`src/rtl/ycc_pkg.sv`:
```
package ycc_pkg;

  // control word geometry (bit positions are decoded by software, keep them)
  localparam int CFG_W     = 32;
  localparam int CON_W     = 9;
  localparam int CON_FRAC  = 6;
  localparam int CON_LSB   = 18;
  localparam int BRI_W     = 8;
  localparam int BRI_LSB   = 0;
  localparam int BRI_SHL   = 2;   // 8-bit code units onto a 10-bit scale
  localparam int SIN_W     = 11;
  localparam int SIN_LSB   = 16;
  localparam int COS_W     = 10;
  localparam int COS_LSB   = 0;
  localparam int TRIG_FRAC = 7;

  typedef struct packed {
    logic [CON_W-1:0] contrast;
    logic [BRI_W-1:0] bright;
    logic [SIN_W-1:0] sin_t;
    logic [COS_W-1:0] cos_t;
  } tone_cfg_t;

  localparam tone_cfg_t CFG_IDENT = '{
    contrast: CON_W'(1 << CON_FRAC),
    bright:   '0,
    sin_t:    '0,
    cos_t:    COS_W'(1 << TRIG_FRAC)
  };

endpackage

```
`src/rtl/ycc_cfg_regs.sv`:
```
module ycc_cfg_regs
  import ycc_pkg::*;
(
  input  logic             clk,
  input  logic             rst_n,
  input  logic             cfg_wr,
  input  logic             cfg_addr,
  input  logic [CFG_W-1:0] cfg_wdata,
  output tone_cfg_t        cfg_q
);

  always_ff @(posedge clk) begin
    if (!rst_n) begin
      cfg_q <= CFG_IDENT;
    end else if (cfg_wr) begin
      if (!cfg_addr) begin
        cfg_q.contrast <= cfg_wdata[CON_LSB +: CON_W];
        cfg_q.bright   <= cfg_wdata[BRI_LSB +: BRI_W];
      end else begin
        cfg_q.sin_t    <= cfg_wdata[SIN_LSB +: SIN_W];
        cfg_q.cos_t    <= cfg_wdata[COS_LSB +: COS_W];
      end
    end
  end

  // a word-0 write lands in the luma fields, the chroma fields stay
  a_r1_word0_load: assert property (@(posedge clk) disable iff (!rst_n)
    (cfg_wr && !cfg_addr) |=> (cfg_q.contrast == $past(cfg_wdata[CON_LSB +: CON_W]))
                           && (cfg_q.bright == $past(cfg_wdata[BRI_LSB +: BRI_W]))
                           && $stable(cfg_q.sin_t) && $stable(cfg_q.cos_t));

  // a word-1 write lands in the chroma fields, the luma fields stay
  a_r2_word1_load: assert property (@(posedge clk) disable iff (!rst_n)
    (cfg_wr && cfg_addr) |=> (cfg_q.sin_t == $past(cfg_wdata[SIN_LSB +: SIN_W]))
                          && (cfg_q.cos_t == $past(cfg_wdata[COS_LSB +: COS_W]))
                          && $stable(cfg_q.contrast) && $stable(cfg_q.bright));

  // settings only move on a write
  a_r8_cfg_hold: assert property (@(posedge clk) disable iff (!rst_n)
    !cfg_wr |=> $stable(cfg_q));

endmodule

```
`src/rtl/ycc_flow_ctrl.sv`:
```
module ycc_flow_ctrl #(
  parameter int DEPTH = 3
) (
  input  logic clk,
  input  logic rst_n,
  input  logic in_valid,
  input  logic out_ready,
  output logic en,
  output logic in_ready,
  output logic out_valid
);

  logic [DEPTH-1:0] vld_q;

  assign out_valid = vld_q[DEPTH-1];
  assign en        = !vld_q[DEPTH-1] || out_ready;
  assign in_ready  = en;

  always_ff @(posedge clk) begin
    if (!rst_n)   vld_q <= '0;
    else if (en)  vld_q <= {vld_q[DEPTH-2:0], in_valid};
  end

  // a valid output only goes away after downstream took it
  a_r9_drop_after_take: assert property (@(posedge clk) disable iff (!rst_n)
    $fell(out_valid) |-> $past(out_ready));

  // stalled means no new pixel may enter
  a_r9_no_entry_when_full: assert property (@(posedge clk) disable iff (!rst_n)
    (out_valid && !out_ready) |=> $stable(vld_q));

endmodule

```
`src/rtl/ycc_luma_lane.sv`:
```
module ycc_luma_lane
  import ycc_pkg::*;
#(
  parameter int PIX_W = 10
) (
  input  logic             clk,
  input  logic             en,
  input  logic [PIX_W-1:0] y_i,
  input  logic [CON_W-1:0] contrast_i,
  input  logic [BRI_W-1:0] bright_i,
  output logic [PIX_W-1:0] y_o
);

  localparam int PROD_W = PIX_W + CON_W;
  localparam int SUM_W  = PROD_W + 3;
  localparam logic [PROD_W:0]        HALF = (PROD_W+1)'(1) << (CON_FRAC - 1);
  localparam logic signed [SUM_W-1:0] YMAX = SUM_W'((1 << PIX_W) - 1);

  logic [PROD_W-1:0]        prod_q;
  logic [BRI_W-1:0]         bri_q;
  logic [PROD_W:0]          rnd;
  logic signed [SUM_W-1:0]  bri_ext;
  logic signed [SUM_W-1:0]  sum_d;
  logic signed [SUM_W-1:0]  sum_q;
  logic [PIX_W-1:0]         sat_d;

  // stage 2: round the gain product, then add the offset
  always_comb begin
    rnd     = {1'b0, prod_q} + HALF;
    bri_ext = SUM_W'($signed(bri_q)) <<< BRI_SHL;
    sum_d   = $signed(SUM_W'(rnd >> CON_FRAC)) + bri_ext;
  end

  // stage 3: clamp to the unsigned code range
  always_comb begin
    if (sum_q < 0)         sat_d = '0;
    else if (sum_q > YMAX) sat_d = '1;
    else                   sat_d = sum_q[PIX_W-1:0];
  end

  always_ff @(posedge clk) begin
    if (en) begin
      prod_q <= PROD_W'(y_i) * PROD_W'(contrast_i);
      bri_q  <= bright_i;
      sum_q  <= sum_d;
      y_o    <= sat_d;
    end
  end

endmodule

```
`src/rtl/ycc_chroma_lane.sv`:
```
module ycc_chroma_lane
  import ycc_pkg::*;
#(
  parameter int PIX_W = 10
) (
  input  logic             clk,
  input  logic             en,
  input  logic [PIX_W-1:0] cb_i,
  input  logic [PIX_W-1:0] cr_i,
  input  logic [SIN_W-1:0] sin_i,
  input  logic [COS_W-1:0] cos_i,
  output logic [PIX_W-1:0] cb_o,
  output logic [PIX_W-1:0] cr_o
);

  localparam int PW_A  = COS_W + 1 + PIX_W;
  localparam int PW_B  = SIN_W + PIX_W;
  localparam int ACC_W = ((PW_A > PW_B) ? PW_A : PW_B) + 2;
  localparam int NCH   = 2;   // channel 0 = Cb, channel 1 = Cr
  localparam logic signed [ACC_W-1:0] HALF = ACC_W'(1) <<< (TRIG_FRAC - 1);
  localparam logic signed [ACC_W-1:0] CMAX = ACC_W'((1 << (PIX_W - 1)) - 1);
  localparam logic signed [ACC_W-1:0] CMIN = -CMAX - ACC_W'(1);

  function automatic logic [PIX_W-1:0] clamp_s(input logic signed [ACC_W-1:0] v);
    if (v > CMAX)      return {1'b0, {(PIX_W-1){1'b1}}};
    else if (v < CMIN) return {1'b1, {(PIX_W-1){1'b0}}};
    else               return v[PIX_W-1:0];
  endfunction

  logic signed [ACC_W-1:0] cos_s, sin_s;
  logic signed [ACC_W-1:0] own_s  [NCH];   // component that the cosine scales
  logic signed [ACC_W-1:0] oth_s  [NCH];   // component that the sine mixes in
  logic [PIX_W-1:0]        res    [NCH];

  always_comb begin
    cos_s    = ACC_W'($signed({1'b0, cos_i}));
    sin_s    = ACC_W'($signed(sin_i));
    own_s[0] = ACC_W'($signed(cb_i));
    oth_s[0] = ACC_W'($signed(cr_i));
    own_s[1] = ACC_W'($signed(cr_i));
    oth_s[1] = -ACC_W'($signed(cb_i));
  end

  for (genvar c = 0; c < NCH; c++) begin : g_ch
    logic signed [ACC_W-1:0] pc_q, ps_q, acc_q;
    logic signed [ACC_W-1:0] acc_d;
    logic [PIX_W-1:0]        out_q;

    assign acc_d = (pc_q + ps_q + HALF) >>> TRIG_FRAC;

    always_ff @(posedge clk) begin
      if (en) begin
        pc_q  <= cos_s * own_s[c];
        ps_q  <= sin_s * oth_s[c];
        acc_q <= acc_d;
        out_q <= clamp_s(acc_q);
      end
    end

    assign res[c] = out_q;
  end

  assign cb_o = res[0];
  assign cr_o = res[1];

endmodule

```
`src/rtl/ycc_tone_stage.sv`:
```
module ycc_tone_stage
  import ycc_pkg::*;
#(
  parameter int PIX_W = 10
) (
  input  logic             clk,
  input  logic             rst_n,
  input  logic             cfg_wr,
  input  logic             cfg_addr,
  input  logic [CFG_W-1:0] cfg_wdata,
  input  logic             in_valid,
  output logic             in_ready,
  input  logic             in_rgb,
  input  logic [PIX_W-1:0] in_y,
  input  logic [PIX_W-1:0] in_cb,
  input  logic [PIX_W-1:0] in_cr,
  output logic             out_valid,
  input  logic             out_ready,
  output logic             out_rgb,
  output logic [PIX_W-1:0] out_y,
  output logic [PIX_W-1:0] out_cb,
  output logic [PIX_W-1:0] out_cr
);

  localparam int LAT   = 3;
  localparam int RAW_W = 1 + 3 * PIX_W;

  tone_cfg_t        cfg;
  logic             en;
  logic [PIX_W-1:0] adj_y, adj_cb, adj_cr;
  logic [RAW_W-1:0] raw_q [LAT];
  logic [RAW_W-1:0] raw_o;

  ycc_cfg_regs u_cfg (
    .clk       (clk),
    .rst_n     (rst_n),
    .cfg_wr    (cfg_wr),
    .cfg_addr  (cfg_addr),
    .cfg_wdata (cfg_wdata),
    .cfg_q     (cfg)
  );

  ycc_flow_ctrl #(.DEPTH(LAT)) u_flow (
    .clk       (clk),
    .rst_n     (rst_n),
    .in_valid  (in_valid),
    .out_ready (out_ready),
    .en        (en),
    .in_ready  (in_ready),
    .out_valid (out_valid)
  );

  ycc_luma_lane #(.PIX_W(PIX_W)) u_luma (
    .clk        (clk),
    .en         (en),
    .y_i        (in_y),
    .contrast_i (cfg.contrast),
    .bright_i   (cfg.bright),
    .y_o        (adj_y)
  );

  ycc_chroma_lane #(.PIX_W(PIX_W)) u_chroma (
    .clk   (clk),
    .en    (en),
    .cb_i  (in_cb),
    .cr_i  (in_cr),
    .sin_i (cfg.sin_t),
    .cos_i (cfg.cos_t),
    .cb_o  (adj_cb),
    .cr_o  (adj_cr)
  );

  // raw pixel and format flag ride alongside the arithmetic
  for (genvar g = 0; g < LAT; g++) begin : g_raw
    if (g == 0) begin : g_head
      always_ff @(posedge clk) if (en) raw_q[0] <= {in_rgb, in_y, in_cb, in_cr};
    end else begin : g_body
      always_ff @(posedge clk) if (en) raw_q[g] <= raw_q[g-1];
    end
  end

  assign raw_o   = raw_q[LAT-1];
  assign out_rgb = raw_o[RAW_W-1];
  assign out_y   = out_rgb ? raw_o[3*PIX_W-1 -: PIX_W] : adj_y;
  assign out_cb  = out_rgb ? raw_o[2*PIX_W-1 -: PIX_W] : adj_cb;
  assign out_cr  = out_rgb ? raw_o[PIX_W-1   -: PIX_W] : adj_cr;

  // a stalled output does not change
  a_r9_stall_hold: assert property (@(posedge clk) disable iff (!rst_n)
    (out_valid && !out_ready) |=> out_valid
      && $stable(out_y) && $stable(out_cb) && $stable(out_cr) && $stable(out_rgb));

  // ready back to the source follows the output slot
  a_r9_ready_rule: assert property (@(posedge clk) disable iff (!rst_n)
    in_ready == (!out_valid || out_ready));

endmodule

```
`config.mk`:
```
export PLATFORM = sky130hd
export DESIGN_NAME = ycc_tone_stage
export DESIGN_NICKNAME = d
export VERILOG_FILES = /design/src/rtl/ycc_pkg.sv /design/src/rtl/ycc_cfg_regs.sv /design/src/rtl/ycc_flow_ctrl.sv /design/src/rtl/ycc_luma_lane.sv /design/src/rtl/ycc_chroma_lane.sv /design/src/rtl/ycc_tone_stage.sv
export SDC_FILE = /design/constraint.sdc
export NUM_CORES = 2
export LEC_CHECK = 0
export ABC_AREA = 0
export BUFFER_PORTS_ARGS = -buffer_cell sky130_fd_sc_hd__buf_2
export CAP_MARGIN = 40
export CORE_ASPECT_RATIO = 0.75
export CORE_MARGIN = 2
export CORE_UTILIZATION = 30
export CTS_CLUSTER_DIAMETER = 100
export DETAILED_ROUTE_END_ITERATION = 8
export PLACE_DENSITY_LB_ADDON = 0.25
export SKIP_LAST_GASP = 1
export SLEW_MARGIN = 5
export SYNTH_ARGS = -nofsm -noshare
export SYNTH_HDL_FRONTEND = slang
export SYNTH_SLANG_ARGS = --single-unit
```
`constraint.sdc`:
```
create_clock -name clk -period 9.2 [get_ports clk]
set_clock_uncertainty 0.05 [all_clocks]
set_input_delay 0.46 -clock clk [delete_from_list [all_inputs] [get_ports clk]]
set_output_delay 0.46 -clock clk [all_outputs]
set_load 0.01 [all_outputs]
```
==> run_results.csv <==
group,metric,value,unit
logic_synthesis,synth_edf_count,279,
global_routing,grt_pass1_wl,125,mm
min_path,hold_start,"cfg_wdata[24]",
setup_path,critPathCaptureType,"register",
power,finalPower,6870,uW
global_routing,grt_pass1_vias,21800,
timing,fin_crit,7290,ps
place,numPortBuffers,90,
min_path,worstHoldPathType,"in -> reg",
setup_path,worstReg2RegStart,"u_cfg.cfg_q[20]",
die,start_util,0.302,
power,irDropWorstVdd,122,uV
place,gp_congestion,0.771,
timing,worst_pin_slew,894,ps
place,placed_cell_area,35100,um2
clock_network,cts_buffers,43,
final_layout,finalInstanceArea,36500,um2
final_layout,multi_input_comb_area,21400,um2
logic_synthesis,avgSynthCellArea,10.4,um2
setup_path,arrival,7580,ps
drt,wl_per_cell,16.2,um
timing,rsz0062_at_grt,"no",
setup_path,cpMaxStageDelayCell,"nor2_1",
setup_path,rrSetupSlack,2700,ps
setup_path,critPathTopFamily,"adder cells",
logic_synthesis,synth-seq-cells,320,
place,place_hpwl,58.1,mm
global_routing,gr-total-overflow,0,
clock_network,root_buffer,"clkbuf_16",
global_routing,antenna_found_initial,9,
final_layout,layout_commonest_cell,"inv_1",
die,rows,105,
logic_synthesis,synth.area.top_cells,"fa_1 (26%), edfxtp_1 (25%), ha_1 (14%)",
logic_synthesis,synth_cell_types,63,
die,io_pins,102,
die,core-area,109000,um2
logic_synthesis,ys.flop_type,"edfxtp_1",
min_path,whs_endpoint,"u_cfg.cfg_q[35]",
setup_path,path_max_fanout,14,
logic_synthesis,postSynthCellCount,3187,
final_layout,final_cell_mix,"inv_1 (520), fa_1 (422), nand2_1 (417), ha_1 (371), edfxtp_1 (279)",
timing,relSlewSlack,0.404,
final_layout,seq_area,9200,um2
clock_network,clockBufferDepth,3,
logic_synthesis,synthesis.nets,4049,
clock_network,clkSlewWorstSetupHoldPaths,50,ps
drt,via_count,21300,
setup_path,r2r_end,"u_chroma.g_ch[1].ps_q[22]",
global_routing,grt_max_degree,136,
logic_synthesis,ys_warn_count,0,
drt,vias_per_cell,4.51,
timing,max_freq,137,MHz
die,die_width,387,um
clock_network,ctsHtreeMaxLevel,2,
setup_path,crit_chain,"buf_2 -> inv_1 -> ha_1 -> or4b_1 -> o41a_1 -> nor2_1 -> nand2_1 -> fa_1 -> fa_1 -> inv_1 -> fa_1 -> fa_1 -> inv_1 -> fa_1 -> inv_1 -> ha_1 -> or4_1 -> o221ai_1 -> a31oi_1 -> and4_1 -> a2111oi_4 -> a21oi_1 -> xor2_1",
power,p_per_area,188,nW/um2
clock_network,cts_tree,"built",
logic_synthesis,synth_top_area_frac,0.256,
setup_path,path_buf_inv,5,
final_layout,drive_above_1_share,0.0765,
clock_network,postCtsResizedCells,0,
global_routing,grt_usage,0.140,
timing,min_period_over_period,0.793,
timing,hold_viol,0,
min_path,hold_path_depth,3,
drt,ant_nets,0,
logic_synthesis,ys_seq_area_frac,0.279,
final_layout,synthToLayoutAreaGrowth,10.6,%
final_layout,fillers,11200,
setup_path,reg2regPathDepth,18,
clock_network,cts.sinks,320,
clock_network,insertion_delay,590,ps
setup_path,worstSetupPathType,"in -> reg",
timing,finalSetupTns,0,ps
run_status,status,"complete, no violations",
logic_synthesis,async_flop_share,0,
timing,slew_violations,0,
power,leakagePower,0.0170,uW
drt,firstDrtPassIters,5,
setup_path,crit_top_cell,"fa_1",
die,die_y,291,um
final_layout,nets,4095,
logic_synthesis,syn-cell-area,33000,um2
setup_path,start_kind,"primary input",
run,drv_cap,0,
drt,routed_wl,76.2,mm
die,die_area,113000,um2
timing,setup_viol,0,
setup_path,slowest_delay,680,ps
drt,drtIter0Drc,1149,
logic_synthesis,yosys.area.top_type,"fa_1",
drt,drc,0,
final_layout,final_core_util,0.334,
timing,hold_slack,73.1,ps
setup_path,cp.required,9480,ps
-- tightest hold or removal path, cell delays in order --
cell and delay (ps):
buf_2 90, nand2_1 50, nand3_1 70
-- power by group --
part	switching, uW	total (uW)	internal (uW)
combinational	1660	2940	1280
sequential	177	2310	2130
clock	667	1620	956
total	2500	6870	4370
-- synth_stat cells (4+ instances only) --
| library cell | count |
|---|---|
| dfxtp_1 | 41 |
| nor2b_1 | 17 |
| a211oi_1 | 13 |
| xor2_1 | 35 |
| nand3_1 | 35 |
| xnor2_1 | 121 |
| fa_1 | 422 |
| nand2_1 | 417 |
| ha_1 | 371 |
| and2_1 | 244 |
| o21ai_0 | 26 |
| o22ai_1 | 4 |
| nand2b_1 | 33 |
| a21boi_0 | 39 |
| or4_1 | 4 |
| nand4_1 | 10 |
| inv_1 | 520 |
| o211ai_1 | 4 |
| o2111ai_1 | 7 |
| a21o_1 | 28 |
| and3_1 | 17 |
| or3_1 | 14 |
| o21a_1 | 42 |
| nor4_1 | 4 |
| nor3_1 | 33 |
| a21oi_1 | 67 |
| a31oi_1 | 5 |
| mux2_2 | 30 |
| edfxtp_1 | 279 |
| o21bai_1 | 4 |
| clkbuf_1 | 128 |
| or2_2 | 9 |
| nor2_1 | 119 |
-- through the flow --
step	cells	worst slack, ps
final	4713	1910
after global routing	4713	1510
after CTS	4710	1970
after detailed placement	4630	1350
after global placement	4624	1380
after floorplan	3187	801
-- what timing repair did --
action                                 in CTS  in global routing
hold buffers                                1                  0
buffers inserted                            0                  0
endpoints found under the hold margin       1                  0
-- layer usage --
metal  track usage  wire length [um]  share of wire
met1         0.216             39900           0.52
met2         0.203             31100           0.41
met5             0                59        0.00077
met4        0.0307              1480          0.019
met3        0.0233              3630          0.048
-- how the worst max path moves through the flow --
stage	end	from	depth (start not counted)	slack (ps)
after global routing	u_chroma.g_ch[1].ps_q[21]	in_cb[1]	23	1510
final	u_chroma.g_ch[1].ps_q[21]	in_cb[1]	23	1910
after floorplan	u_flow.vld_q[2]	out_ready	2	800
after CTS	u_chroma.g_ch[1].ps_q[22]	in_cb[1]	24	1970
after detailed placement	u_chroma.g_ch[1].ps_q[22]	in_cb[1]	24	1350
after global placement	u_chroma.g_ch[1].ps_q[21]	in_cb[1]	23	1380
-- logic make-up after synthesis --
kind of cell,count (synthesis),share of synthesized area
adder cells (fa/ha/maj),793,0.397
buffers and inverters,649,0.0738
multiplexers,32,0.0108
XOR/XNOR,156,0.0414
AO/OA/AOI/OAI,273,0.0584
flip-flops,320,0.279
AND/OR/NAND/NOR,964,0.140
-- area by class of cell --
type | instances | share of cell area
antenna | 2 | 0.000137
timing repair buffer | 130 | 0.0213
sequential | 320 | 0.252
inverter | 520 | 0.0535
multi-input combinational | 2218 | 0.586
tap | 1444 | 0.0495
clock buffer | 55 | 0.0318
clock inverter | 24 | 0.00572
-- registers in the layout, indices dropped and copies added, names as in the netlist, 8 cells and up --
signal,count
u_luma.y_o,10
u_chroma.g_ch.ps_q,44
u_chroma.cr_o,10
u_chroma.g_ch.pc_q,42
u_cfg.cfg_q,38
u_luma.bri_q,8
u_chroma.g_ch.acc_q,32
raw_q,93
u_luma.sum_q,16
u_luma.prod_q,14
u_chroma.cb_o,10
Power figures use the tool's default switching activity.
